--- config.mk ---
export PLATFORM = sky130hd
export DESIGN_NAME = hys_flow_ctrl
export DESIGN_NICKNAME = d
export VERILOG_FILES = /design/src/rtl/hfc_pkg.sv /design/src/rtl/hfc_thresholds.sv /design/src/rtl/hfc_state.sv /design/src/rtl/hfc_pin_mux.sv /design/src/rtl/hys_flow_ctrl.sv
export SDC_FILE = /design/constraint.sdc
export NUM_CORES = 1
export LEC_CHECK = 0
export ABC_AREA = 1
export BUFFER_PORTS_ARGS = -buffer_cell sky130_fd_sc_hd__buf_2
export CORE_MARGIN = 10
export CORE_UTILIZATION = 55
export DETAILED_ROUTE_END_ITERATION = 10
export HOLD_SLACK_MARGIN = 0.03
export PLACE_DENSITY = 0.89
export SYNTH_ARGS = -nofsm -noshare
export SYNTH_HDL_FRONTEND = slang
export SYNTH_SLANG_ARGS = --single-unit
--- constraint.sdc ---
create_clock -name clk_i -period 1.05 [get_ports clk_i]
set_input_delay 0.105 -clock clk_i [delete_from_list [all_inputs] [get_ports clk_i]]
set_output_delay 0.105 -clock clk_i [all_outputs]
set_load 0.05 [all_outputs]
--- src/rtl/hfc_pkg.sv ---
package hfc_pkg;
  typedef enum logic {
    PIN_RTS = 1'b0,
    PIN_DTR = 1'b1
  } pin_sel_e;

  typedef struct packed {
    logic rts_n;
    logic dtr_n;
  } pin_pair_t;
endpackage

--- src/rtl/hfc_thresholds.sv ---
module hfc_thresholds #(
  parameter int DEPTH = 64,
  parameter int CNT_W = $clog2(DEPTH + 1)
) (
  input  logic [CNT_W-1:0] trig_i,
  input  logic [CNT_W-1:0] hyst_i,
  output logic [CNT_W-1:0] hi_o,
  output logic [CNT_W-1:0] lo_o
);
  localparam logic [CNT_W:0] DEPTH_X = (CNT_W + 1)'(DEPTH);

  logic [CNT_W:0] sum_w;

  always_comb begin
    sum_w = {1'b0, trig_i} + {1'b0, hyst_i};
    hi_o  = (sum_w > DEPTH_X) ? DEPTH_X[CNT_W-1:0] : sum_w[CNT_W-1:0];
    lo_o  = (trig_i >= hyst_i) ? (trig_i - hyst_i) : '0;
  end
endmodule

--- src/rtl/hfc_state.sv ---
module hfc_state #(
  parameter int CNT_W = 7
) (
  input  logic             clk_i,
  input  logic             rst_ni,
  input  logic             act_i,
  input  logic [CNT_W-1:0] fill_i,
  input  logic [CNT_W-1:0] hi_i,
  input  logic [CNT_W-1:0] lo_i,
  output logic             pause_o
);
  logic pause_d;

  // pause wins when both thresholds coincide
  always_comb begin
    pause_d = pause_o;
    if (!act_i)              pause_d = 1'b0;
    else if (fill_i >= hi_i) pause_d = 1'b1;
    else if (fill_i <= lo_i) pause_d = 1'b0;
  end

  always_ff @(posedge clk_i or negedge rst_ni) begin
    if (!rst_ni) pause_o <= 1'b0;
    else         pause_o <= pause_d;
  end
endmodule

--- src/rtl/hfc_pin_mux.sv ---
module hfc_pin_mux
  import hfc_pkg::*;
(
  input  logic      act_i,
  input  pin_sel_e  sel_i,
  input  logic      pause_i,
  input  logic      man_rts_i,
  input  logic      man_dtr_i,
  output pin_pair_t pins_o
);
  always_comb begin
    pins_o.rts_n = ~man_rts_i;
    pins_o.dtr_n = ~man_dtr_i;
    if (act_i) begin
      if (sel_i == PIN_DTR) pins_o.dtr_n = pause_i;
      else                  pins_o.rts_n = pause_i;
    end
  end
endmodule

--- src/rtl/hys_flow_ctrl.sv ---
module hys_flow_ctrl
  import hfc_pkg::*;
#(
  parameter int DEPTH = 64,
  parameter int CNT_W = $clog2(DEPTH + 1)
) (
  input  logic             clk_i,
  input  logic             rst_ni,
  input  logic [CNT_W-1:0] fill_lvl_i,
  input  logic [CNT_W-1:0] trig_lvl_i,
  input  logic [CNT_W-1:0] hyst_i,
  input  logic             auto_en_i,
  input  logic             mctl_en_i,
  input  logic             sel_dtr_i,
  input  logic             man_rts_i,
  input  logic             man_dtr_i,
  output logic             rts_no,
  output logic             dtr_no
);
  logic [CNT_W-1:0] hi_w, lo_w;
  logic             act_w, pause_q;
  pin_pair_t        pins_w;
  pin_sel_e         sel_w;

  assign act_w = auto_en_i & mctl_en_i;
  assign sel_w = pin_sel_e'(sel_dtr_i);

  hfc_thresholds #(.DEPTH(DEPTH), .CNT_W(CNT_W)) u_thr (
    .trig_i (trig_lvl_i),
    .hyst_i (hyst_i),
    .hi_o   (hi_w),
    .lo_o   (lo_w)
  );

  hfc_state #(.CNT_W(CNT_W)) u_state (
    .clk_i   (clk_i),
    .rst_ni  (rst_ni),
    .act_i   (act_w),
    .fill_i  (fill_lvl_i),
    .hi_i    (hi_w),
    .lo_i    (lo_w),
    .pause_o (pause_q)
  );

  hfc_pin_mux u_mux (
    .act_i     (act_w),
    .sel_i     (sel_w),
    .pause_i   (pause_q),
    .man_rts_i (man_rts_i),
    .man_dtr_i (man_dtr_i),
    .pins_o    (pins_w)
  );

  assign rts_no = pins_w.rts_n;
  assign dtr_no = pins_w.dtr_n;
endmodule

**Word-level counts from Yosys, hierarchy flattened**

Cells that the tools add are included.

- Order comparisons: 4
- Equal/unequal tests: 1
- Bitwise operators: 3
- Add/sub/neg operators: 2
- Mux-type cells: 8

Operators with widths:

| operator | count |
|---|---|
| 7-bit >= comparator | 2 |
| 7-bit 2-to-1 mux | 2 |
| 7-bit by 7-bit adder with 8-bit output | 1 |
| 8-bit by 7-bit > comparator with 1-bit output (second input constant) | 1 |
| 7-bit <= comparator | 1 |
| 7-bit subtractor | 1 |
| 1-bit 2-to-1 mux | 5 |
| 3-bit inequality test (second input constant) | 1 |
| 2-bit 2-to-1 mux | 1 |
| 1-bit NOT | 2 |
| 1-bit AND | 1 |

- Word-level logic and storage cells: 19
- Bits of input ports: 28
- Register bits: 1

**Logic depth before layout (Yosys ltp)**

Gate-level depths: netlist of the first run.

- Depth after elaboration: 6
- Mapped depth: 20
- Mapped depth without buffers: 20

**By module**

Synthesis of the first run repeated with hierarchy kept, for this count alone.

- Cell total of the unflattened synthesis: 225
- Area, all modules: 1285.0 um^2

Modules (own cells, without submodules):

| module | area each (um^2) | times used | cells each |
|---|---|---|---|
| hfc_thresholds | 808.3 | 1 | 142 |
| hfc_state | 425.4 | 1 | 70 |
| hfc_pin_mux | 43.8 | 1 | 11 |
| hys_flow_ctrl | 7.5 | 1 | 2 |

**Least setup slack after synthesis of the first run**

Ideal clock, no wire load.

- Kind: input port to flip-flop
- From: in trig_lvl_i[0]
- To: reg u_state.pause_o
- Data required time: 0.973 ns
- Cell stages on the path: 15
- Data arrival time: 2.232 ns
- Setup time: 0.077 ns
- Slack: -1.260 ns
- Cell sequence: ha_1 > fa_1 > or2_1 > nor2_1 > nand3_2 > nor2_2 > nand2_2 > nand2_4 > nand3_1 > ha_1 > a21boi_0 > o21ai_0 > a21oi_1 > nor2_1 > a21oi_1

- Cells in the longest elaborated chain, start to end: 6
- Elaborated cells on any way between the ends: 11
- Classes of those cells: add/sub: 2; order compare: 4; eq/ne: 1; mux: 4

RTL lines:

| item | RTL line | RTL |
|---|---|---|
| start, declared | hys_flow_ctrl.sv:10 | `input logic [CNT_W-1:0] trig_lvl_i,` |
| 7-bit by 7-bit adder with 8-bit output | hfc_thresholds.sv:15 | `sum_w = {1'b0, trig_i} + {1'b0, hyst_i};` |
| 8-bit by 7-bit > comparator with 1-bit output | hfc_thresholds.sv:16 | `hi_o = (sum_w > DEPTH_X) ? DEPTH_X[CNT_W-1:0] : sum_w[CNT_W-1:0];` |
| 7-bit 2-to-1 mux | hfc_thresholds.sv:16 |  |
| 7-bit >= comparator | hfc_state.sv:18 | `else if (fill_i >= hi_i) pause_d = 1'b1;` |
| 1-bit 2-to-1 mux | hfc_state.sv:18 |  |
| 1-bit 2-to-1 mux | hfc_state.sv:17 | `if (!act_i) pause_d = 1'b0;` |
| end signal, assigned | hfc_state.sv:24 | `else pause_o <= pause_d;` |
| end, declared | hfc_state.sv:10 | `output logic pause_o` |

Several ways; a longest one is shown, not always the timed one.
A chain may end at the register's enable or synchronous reset.

**Worst setup path after layout of the first run**

- From: in hyst_i[0]
- To: reg u_state.pause_o

- Cells in the longest elaborated chain, start to end: 6
- Elaborated cells on any way between the ends: 11
- Classes of those cells: add/sub: 2; order compare: 4; eq/ne: 1; mux: 4

RTL lines:

| item | RTL line | RTL |
|---|---|---|
| start, declared | hys_flow_ctrl.sv:11 | `input logic [CNT_W-1:0] hyst_i,` |
| 7-bit by 7-bit adder with 8-bit output | hfc_thresholds.sv:15 |  |
| 8-bit by 7-bit > comparator with 1-bit output | hfc_thresholds.sv:16 |  |
| 7-bit 2-to-1 mux | hfc_thresholds.sv:16 |  |
| 7-bit >= comparator | hfc_state.sv:18 |  |
| 1-bit 2-to-1 mux | hfc_state.sv:18 |  |
| 1-bit 2-to-1 mux | hfc_state.sv:17 |  |

Several ways; a longest one is shown, not always the timed one.

==> impl_results.md, run 1 <==
- Critical Path Slowest Stage Cell: fa_1
- Post-synthesis adder-cell area fraction: 35.9%
- Dpl hpwl: 2.90 mm
- All-layer global routing usage: 16.6%
- Post-Route WL: 3.56 mm
- Worst path arrival time: 2.51 ns
- Final Hold Viols: 0
- Critical Path End Type: flop
- Reg2reg path depth: 2
- Vias: 1,421
- Seq/Total Area, Yosys: 2.30%
- Net Sw Frac: 53.7%
- CP Cell Sequence: buf_2 > ha_4 > fa_1 > nand3_1 > nand2_1 > nand2_1 > nand2_1 > nor2_4 > nand2_2 > nand2_4 > nand3_1 > ha_1 > a21boi_2 > o21ai_1 > a21oi_1 > nor2_1 > a21oi_1
- Logic pwr share: 95.3%
- Multi-input logic area: 1000 µm²
- Via-to-Cell Ratio: 5.55
- Internal: 465 µW
- Die footprint: 0.00416 mm²
- Post-synthesis mux area share: 0%
- FF+latch count, synth: 1
- FF-to-FF End: u_state.pause_o
- First-pass GRT wire length: 6.09 mm
- Fill count: 125
- Die Width: 64.5 µm
- Hold WS: 0.408 ns
- Drt first pass iters: 4
- Post-CTS setup buffers: 0
- Total of max-cap violations: 0
- P_leak: 0.000878 µW
- Largest net degree at the start of global routing: 8
- Skew final: 0 ns
- Status: complete, but fails checks
- Layout cell share with drive strength beyond 1: 36.7%
- Worst-path clk slew: 0 ns
- Failing checks: negative setup slack
- Initial antenna violation count: 0
- Clk_lat worst skew: 0 ns
- ANT nets after route: 0
- Most used cell, CP: nand2_1
- Synth Warn #: 0
- Yosys top cell by area: ha_1
- # DRC: 0
- Mapped Area: 0.00109 mm²
- Fin crit share: 251%
- Largest Register: u_state.pause_o
- Flop2flop setup slack: 0.38 ns
- Crit Path Class: input pin to flop
- Most frequent cells in the layout: nand2_1, buf_4, buf_2
- Storage cell area: 25.0 µm²
- CP top delay family: simple AND/OR/NAND/NOR gates
- WP data required: 0.92 ns
- Initial Util: 56.6%
- Max Clk Rate: 379 MHz
- Clock power frac: 0%
- Synth Area in Compound Gates: 15.7%
- GPL Wtd Cong: 0.959
- Synth-to-Final Area Change: 42.9%
- WL/cell: 13.9 µm
- Sequential share of power: 4.7%
- Total Power: 1000 µW
- Top Registers: u_state.pause_o x1
- Distinct cell type count of the synthesized netlist: 30
- Max reg flops: 1
- Minimum clock period: 2.64 ns
- Remaining global-route overflow: 0
- Num rows: 16
- Core area: 0.00192 mm²
- Simple-gate share of the synthesized area: 34.4%
- Xor and xnor area share after synthesis: 2.42%
- Fin nets: 289
- RSZ-0062 raised after global routing: yes
- Slowest stage delay, CP: 0.41 ns
- Synth top area cells: ha_1, nand2_1, nand3_1, inv_1, a21oi_1
- Psw: 539 µW
- N_diodes: 0
- Main combinational cell family by area after synthesis: adder cells
- Slew at the pin closest to its max-slew limit: 0.342 ns
- Class of the tightest hold or removal check: input pin to async pin
- Cells after Synth: 168
- Pwr/cell area: 646 mW/mm²
- Commonest non-fill, non-tap cell in the layout: nand2_1
- Mean Syn Cell Area: 6.47 µm²
- Worst VDD drop: 0.396 mV
- Startpoint Class: input pin
- Post-synth top area share: 32.2%
- Slew HR: 77.0%
- CP max FO: 5
- Drt initial violations: 73
- CP Buf/Inv Count: 1
- Die height: 64.5 µm
- Worst setup margin: -1.59 ns
- Final setup viols: 1
- Fin. max-slew vios: 0
- Vias in the first global route: 1,490
- Buffers added on ports: 29
- Total I/O pin count: 30
- Synthesized Nets: 226
- RR Startpoint: u_state.pause_o
cell type report:
cell class | count | share of cell area (%)
Sequential cell | 1 | 1.61
Timing Repair Buffer | 62 | 25.6
Inverter | 26 | 6.28
Multi-Input combinational cell | 140 | 64.3
Tap cell | 27 | 2.17
how the worst max path moves through the flow:
stage	start	end	slack [ns]	depth (start not counted)
after floorplan	trig_lvl_i[0]	u_state.pause_o	-1.20	15
after global placement	trig_lvl_i[0]	u_state.pause_o	-1.39	16
after detailed placement	trig_lvl_i[0]	u_state.pause_o	-1.55	16
after CTS	trig_lvl_i[0]	u_state.pause_o	-1.53	16
after global routing	hyst_i[0]	u_state.pause_o	-1.73	18
final	hyst_i[0]	u_state.pause_o	-1.59	17
routing by layer:
layer | routed length (µm) | GRT usage [%] | vias up | share of wire [%]
met3 | 238 | 2.58 | 18 | 6.7
li1 | - | - | 690 | -
met5 | 0 | 0 | - | 0
met2 | 1860 | 33.0 | 66 | 52
met4 | 125 | 5.61 | 0 | 3.5
met1 | 1340 | 16.9 | 647 | 38
what timing repair did:
item                       4_1_cts  5_1_grt
setup endpoints to repair        1        2
hold endpoints to repair         1        0
hold buffers                     1        0
pin swaps                        3        3
resized for setup                2        8
Yosys cell counts, drive strengths merged:
| master | n |
|---|---|
| dfrtp | 1 |
| and2 | 1 |
| a31oi | 1 |
| nor3 | 1 |
| fa | 2 |
| nor2 | 11 |
| a21oi | 15 |
| o21bai | 1 |
| xnor2 | 1 |
| xor2 | 2 |
| nand4 | 6 |
| nand2 | 38 |
| a21boi | 1 |
| o21ai | 8 |
| inv | 26 |
| a21o | 1 |
| nand3 | 19 |
| clkbuf | 1 |
| ha | 28 |
| or2 | 3 |
| o211ai | 1 |
cells by family (layout without fill, tap and decap cells):
family / after synthesis / after routing
xor+xnor: 3 / 3
buf+inv: 27 / 88
compound gates: 28 / 28
flops: 1 / 1
simple gates: 79 / 79
fa+ha+maj: 30 / 30
metrics by stage:
stage	util [%]	setup WS, ns	instance area (µm²)	TNS, ns	cells
detailed placement	78.5	-1.55	1510	-1.55	255
floorplan	-	-1.20	1090	-1.20	168
global placement	78.5	-1.39	1510	-1.39	255
finish	80.9	-1.59	1550	-1.59	256
CTS	79.6	-1.53	1530	-1.53	256
global route	80.9	-1.73	1550	-1.73	256
power by group through the flow:
| stage | Sequential (µW) | Combinational (µW) | Clock [µW] |
|---|---|---|---|
| after floorplan | 45.9 | 546 | 0 |
| after global placement | 46.9 | 829 | 0 |
| after detailed placement | 47.1 | 889 | 0 |
| after CTS | 47.1 | 900 | 0 |
| after global routing | 47.7 | 1060 | 0 |
| final | 47.2 | 957 | 0 |
(Power assumes the default switching activity.)
==> run 2, diff against run 1 <==
--- a/config.mk
+++ b/config.mk
@@ -8,10 +8,10 @@
 export ABC_AREA = 1
 export BUFFER_PORTS_ARGS = -buffer_cell sky130_fd_sc_hd__buf_2
 export CORE_MARGIN = 10
-export CORE_UTILIZATION = 55
+export CORE_UTILIZATION = 24
 export DETAILED_ROUTE_END_ITERATION = 10
 export HOLD_SLACK_MARGIN = 0.03
-export PLACE_DENSITY = 0.89
+export PLACE_DENSITY = 0.49
 export SYNTH_ARGS = -nofsm -noshare
 export SYNTH_HDL_FRONTEND = slang
 export SYNTH_SLANG_ARGS = --single-unit
==> run 2 against run 1 <==
  * Combinational power grew 3.7%
  * Flip-flop and latch count did not move
  * Fmax up 6.8%
  * Core utilization shrank 42 points
  * Total power grew 3.5%
  * Setup slack gained 0.17 ns
  * Register-to-register slack about the same
  * Cell area increased by 10%
  * The run still ends with negative setup slack left
  * Final cell count grew 14%
  * Global-route usage fell by 8.8 points
  * Largest cell class unchanged
  * Clock skew did not move
==> impl_results.md, run 2 (same netlist as run 1, synthesis figures left out) <==
- CP top delay family: adder cells (was simple AND/OR/NAND/NOR gates)
- Vias: 1,306 (was 1,421)
- Hold EP: u_state.pause_o
- Vias in the first global route: 1,316 (was 1,490)
- ANT nets after route: 0 (unchanged)
- Most frequent cells in the layout: buf_4, nand2_1, ha_1 (was nand2_1, buf_4, buf_2)
- Slew at the pin closest to its max-slew limit: 0.256 ns (was 0.342 ns)
- Die height: 87.3 µm (was 64.5 µm)
- Worst setup margin: -1.42 ns (was -1.59 ns)
- Dpl hpwl: 2.74 mm (was 2.90 mm)
- Fin. max-slew vios: 0 (unchanged)
- Die footprint: 0.00762 mm² (was 0.00416 mm²)
- Fin util: 39.0% (was 80.9%)
- CP Buf/Inv Count: 1 (unchanged)
- Drt first pass iters: 5 (was 4)
- Minimum clock period: 2.47 ns (was 2.64 ns)
- FF-to-FF End: u_state.pause_o (unchanged)
- All-layer global routing usage: 7.76% (was 16.6%)
- Total Power: 1040 µW (was 1000 µW)
- Final Hold Viols: 0 (unchanged)
- Total I/O pin count: 30 (unchanged)
- Num rows: 24 (was 16)
- Critical Path Slowest Stage Cell: fa_1 (unchanged)
- Flop2flop setup slack: 0.39 ns (was 0.38 ns)
- Pwr/cell area: 607 mW/mm² (was 646 mW/mm²)
- WL/cell: 10.4 µm (was 13.9 µm)
- Layout cell share with drive strength beyond 1: 42.7% (was 36.7%)
- Remaining global-route overflow: 0 (unchanged)
- CP Cell Sequence: buf_8 > ha_4 > fa_1 > or2_1 > nor2_1 > nand3_2 > nor2_2 > nand2_2 > nand2_4 > nand3_2 > ha_1 > a21boi_2 > o21ai_1 > a21oi_1 > nor2_1 > a21oi_2 (was buf_2 > ha_4 > fa_1 > nand3_1 > nand2_1 > nand2_1 > nand2_1 > nor2_4 > nand2_2 > nand2_4 > nand3_1 > ha_1 > a21boi_2 > o21ai_1 > a21oi_1 > nor2_1 > a21oi_1)
- Fin crit share: 235% (was 251%)
- First-pass GRT wire length: 5.24 mm (was 6.09 mm)
- Worst-path clk slew: 0 ns (about the same)
- Post-Route WL: 3.02 mm (was 3.56 mm)
- Total of max-cap violations: 0 (unchanged)
- Hold WS: 0.409 ns (was 0.408 ns)
- Fin nets: 299 (was 289)
- P_leak: 0.000940 µW (was 0.000878 µW)
- Worst VDD drop: 0.180 mV (was 0.396 mV)
- CP max FO: 5 (unchanged)
- Critical Path End Type: flop (unchanged)
- Fill count: 485 (was 125)
- Slowest stage delay, CP: 0.46 ns (was 0.41 ns)
- Place WS: -1.48 ns (was -1.55 ns)
- Synth-to-Final Area Change: 57.4% (was 42.9%)
- Failing checks: negative setup slack (unchanged)
- Reg2reg path depth: 2 (unchanged)
- RR Startpoint: u_state.pause_o (unchanged)
- Commonest non-fill, non-tap cell in the layout: buf_4 (was nand2_1)
- Startpoint Class: input pin (unchanged)
- Worst path arrival time: 2.35 ns (was 2.51 ns)
- Core area: 0.00438 mm² (was 0.00192 mm²)
- Skew final: 0 ns (unchanged)
- Class of the tightest hold or removal check: input pin to flop (was input pin to async pin)
- Status: complete, but fails checks (unchanged)
- Final setup viols: 1 (unchanged)
- Largest Register: u_state.pause_o (unchanged)
- Die Width: 87.3 µm (was 64.5 µm)
- Clk_lat worst skew: 0 ns (about the same)
- N_diodes: 0 (unchanged)
- Slew HR: 82.9% (was 77.0%)
- GPL Wtd Cong: 0.811 (was 0.959)
- WHS Path Cells: 3
- Initial antenna violation count: 0 (unchanged)
- WP data required: 0.93 ns (was 0.92 ns)
- Top Registers: u_state.pause_o x1 (unchanged)
- Max reg flops: 1 (unchanged)
- # DRC: 0 (unchanged)
- Initial Util: 24.8% (was 56.6%)
- Hold Path Origin: mctl_en_i
- Drt initial violations: 23 (was 73)
- Crit Path Class: input pin to flop (unchanged)
- Via-to-Cell Ratio: 4.49 (was 5.55)
- Largest net degree at the start of global routing: 8 (unchanged)
- Buffers added on ports: 29 (unchanged)
- Max Clk Rate: 405 MHz (was 379 MHz)
- RSZ-0062 raised after global routing: yes (unchanged)
[run 2: per-stage QoR]
step / area (µm²) / std cells / TNS, ns
floorplan: 1090 / 168 / -1.20
global placement: 1600 / 288 / -1.43
detailed placement: 1600 / 288 / -1.48
CTS: 1650 / 290 / -1.45
global route: 1710 / 291 / -1.56
finish: 1710 / 291 / -1.42
[run 2: worst register-to-register path, stage by stage, from the launching register on]
cell,delay [ns]
dfrtp_1,0.38
nand3_1,0.11
a21oi_2,0.06
[run 2: how the worst max path moves through the flow]
stage / start / to / slack, ns / cells after the start
after floorplan: trig_lvl_i[0] / u_state.pause_o / -1.20 / 15
after global placement: trig_lvl_i[0] / u_state.pause_o / -1.43 / 16
after detailed placement: hyst_i[0] / u_state.pause_o / -1.48 / 16
after CTS: hyst_i[0] / u_state.pause_o / -1.45 / 16
after global routing: hyst_i[3] / u_state.pause_o / -1.56 / 15
final: hyst_i[0] / u_state.pause_o / -1.42 / 16
[run 2: where the power goes]
| part | total (µW) | leakage [µW] | internal (µW) | switching, µW |
|---|---|---|---|---|
| Combinational | 992 | 0.000926 | 486 | 506 |
| Clock | 0 | 0 | 0 | 0 |
| Sequential | 47.0 | 0.0000135 | 43.5 | 3.57 |
[run 2: routing by layer]
layer | global-route usage (%) | routed length (µm) | share of wire (%) | up-vias
met1 | 9.65 | 1510 | 50 | 566
met2 | 14.4 | 1340 | 44 | 30
met5 | 0 | 0 | 0 | -
met4 | 0.435 | 37 | 1.2 | 0
met3 | 0.749 | 132 | 4.4 | 4
li1 | - | - | - | 706
[run 2: layout make-up]
class	instances	area, µm²	share of cell area, %
tap	52	65.1	3.80
inverter	26	97.6	5.70
timing repair buffer	72	489	28.6
multi-input combinational	140	1030	60.5
sequential	1	25.0	1.46
[run 2: repair_timing]
item / 4_1_cts / 5_1_grt
gates resized for setup: 7 / 15
endpoints found under the setup margin: 1 / 2
pin swaps: 11 / 5
hold endpoints to repair: 1 / 0
buffers inserted: 1 / 1
hold buffers: 1 / 0
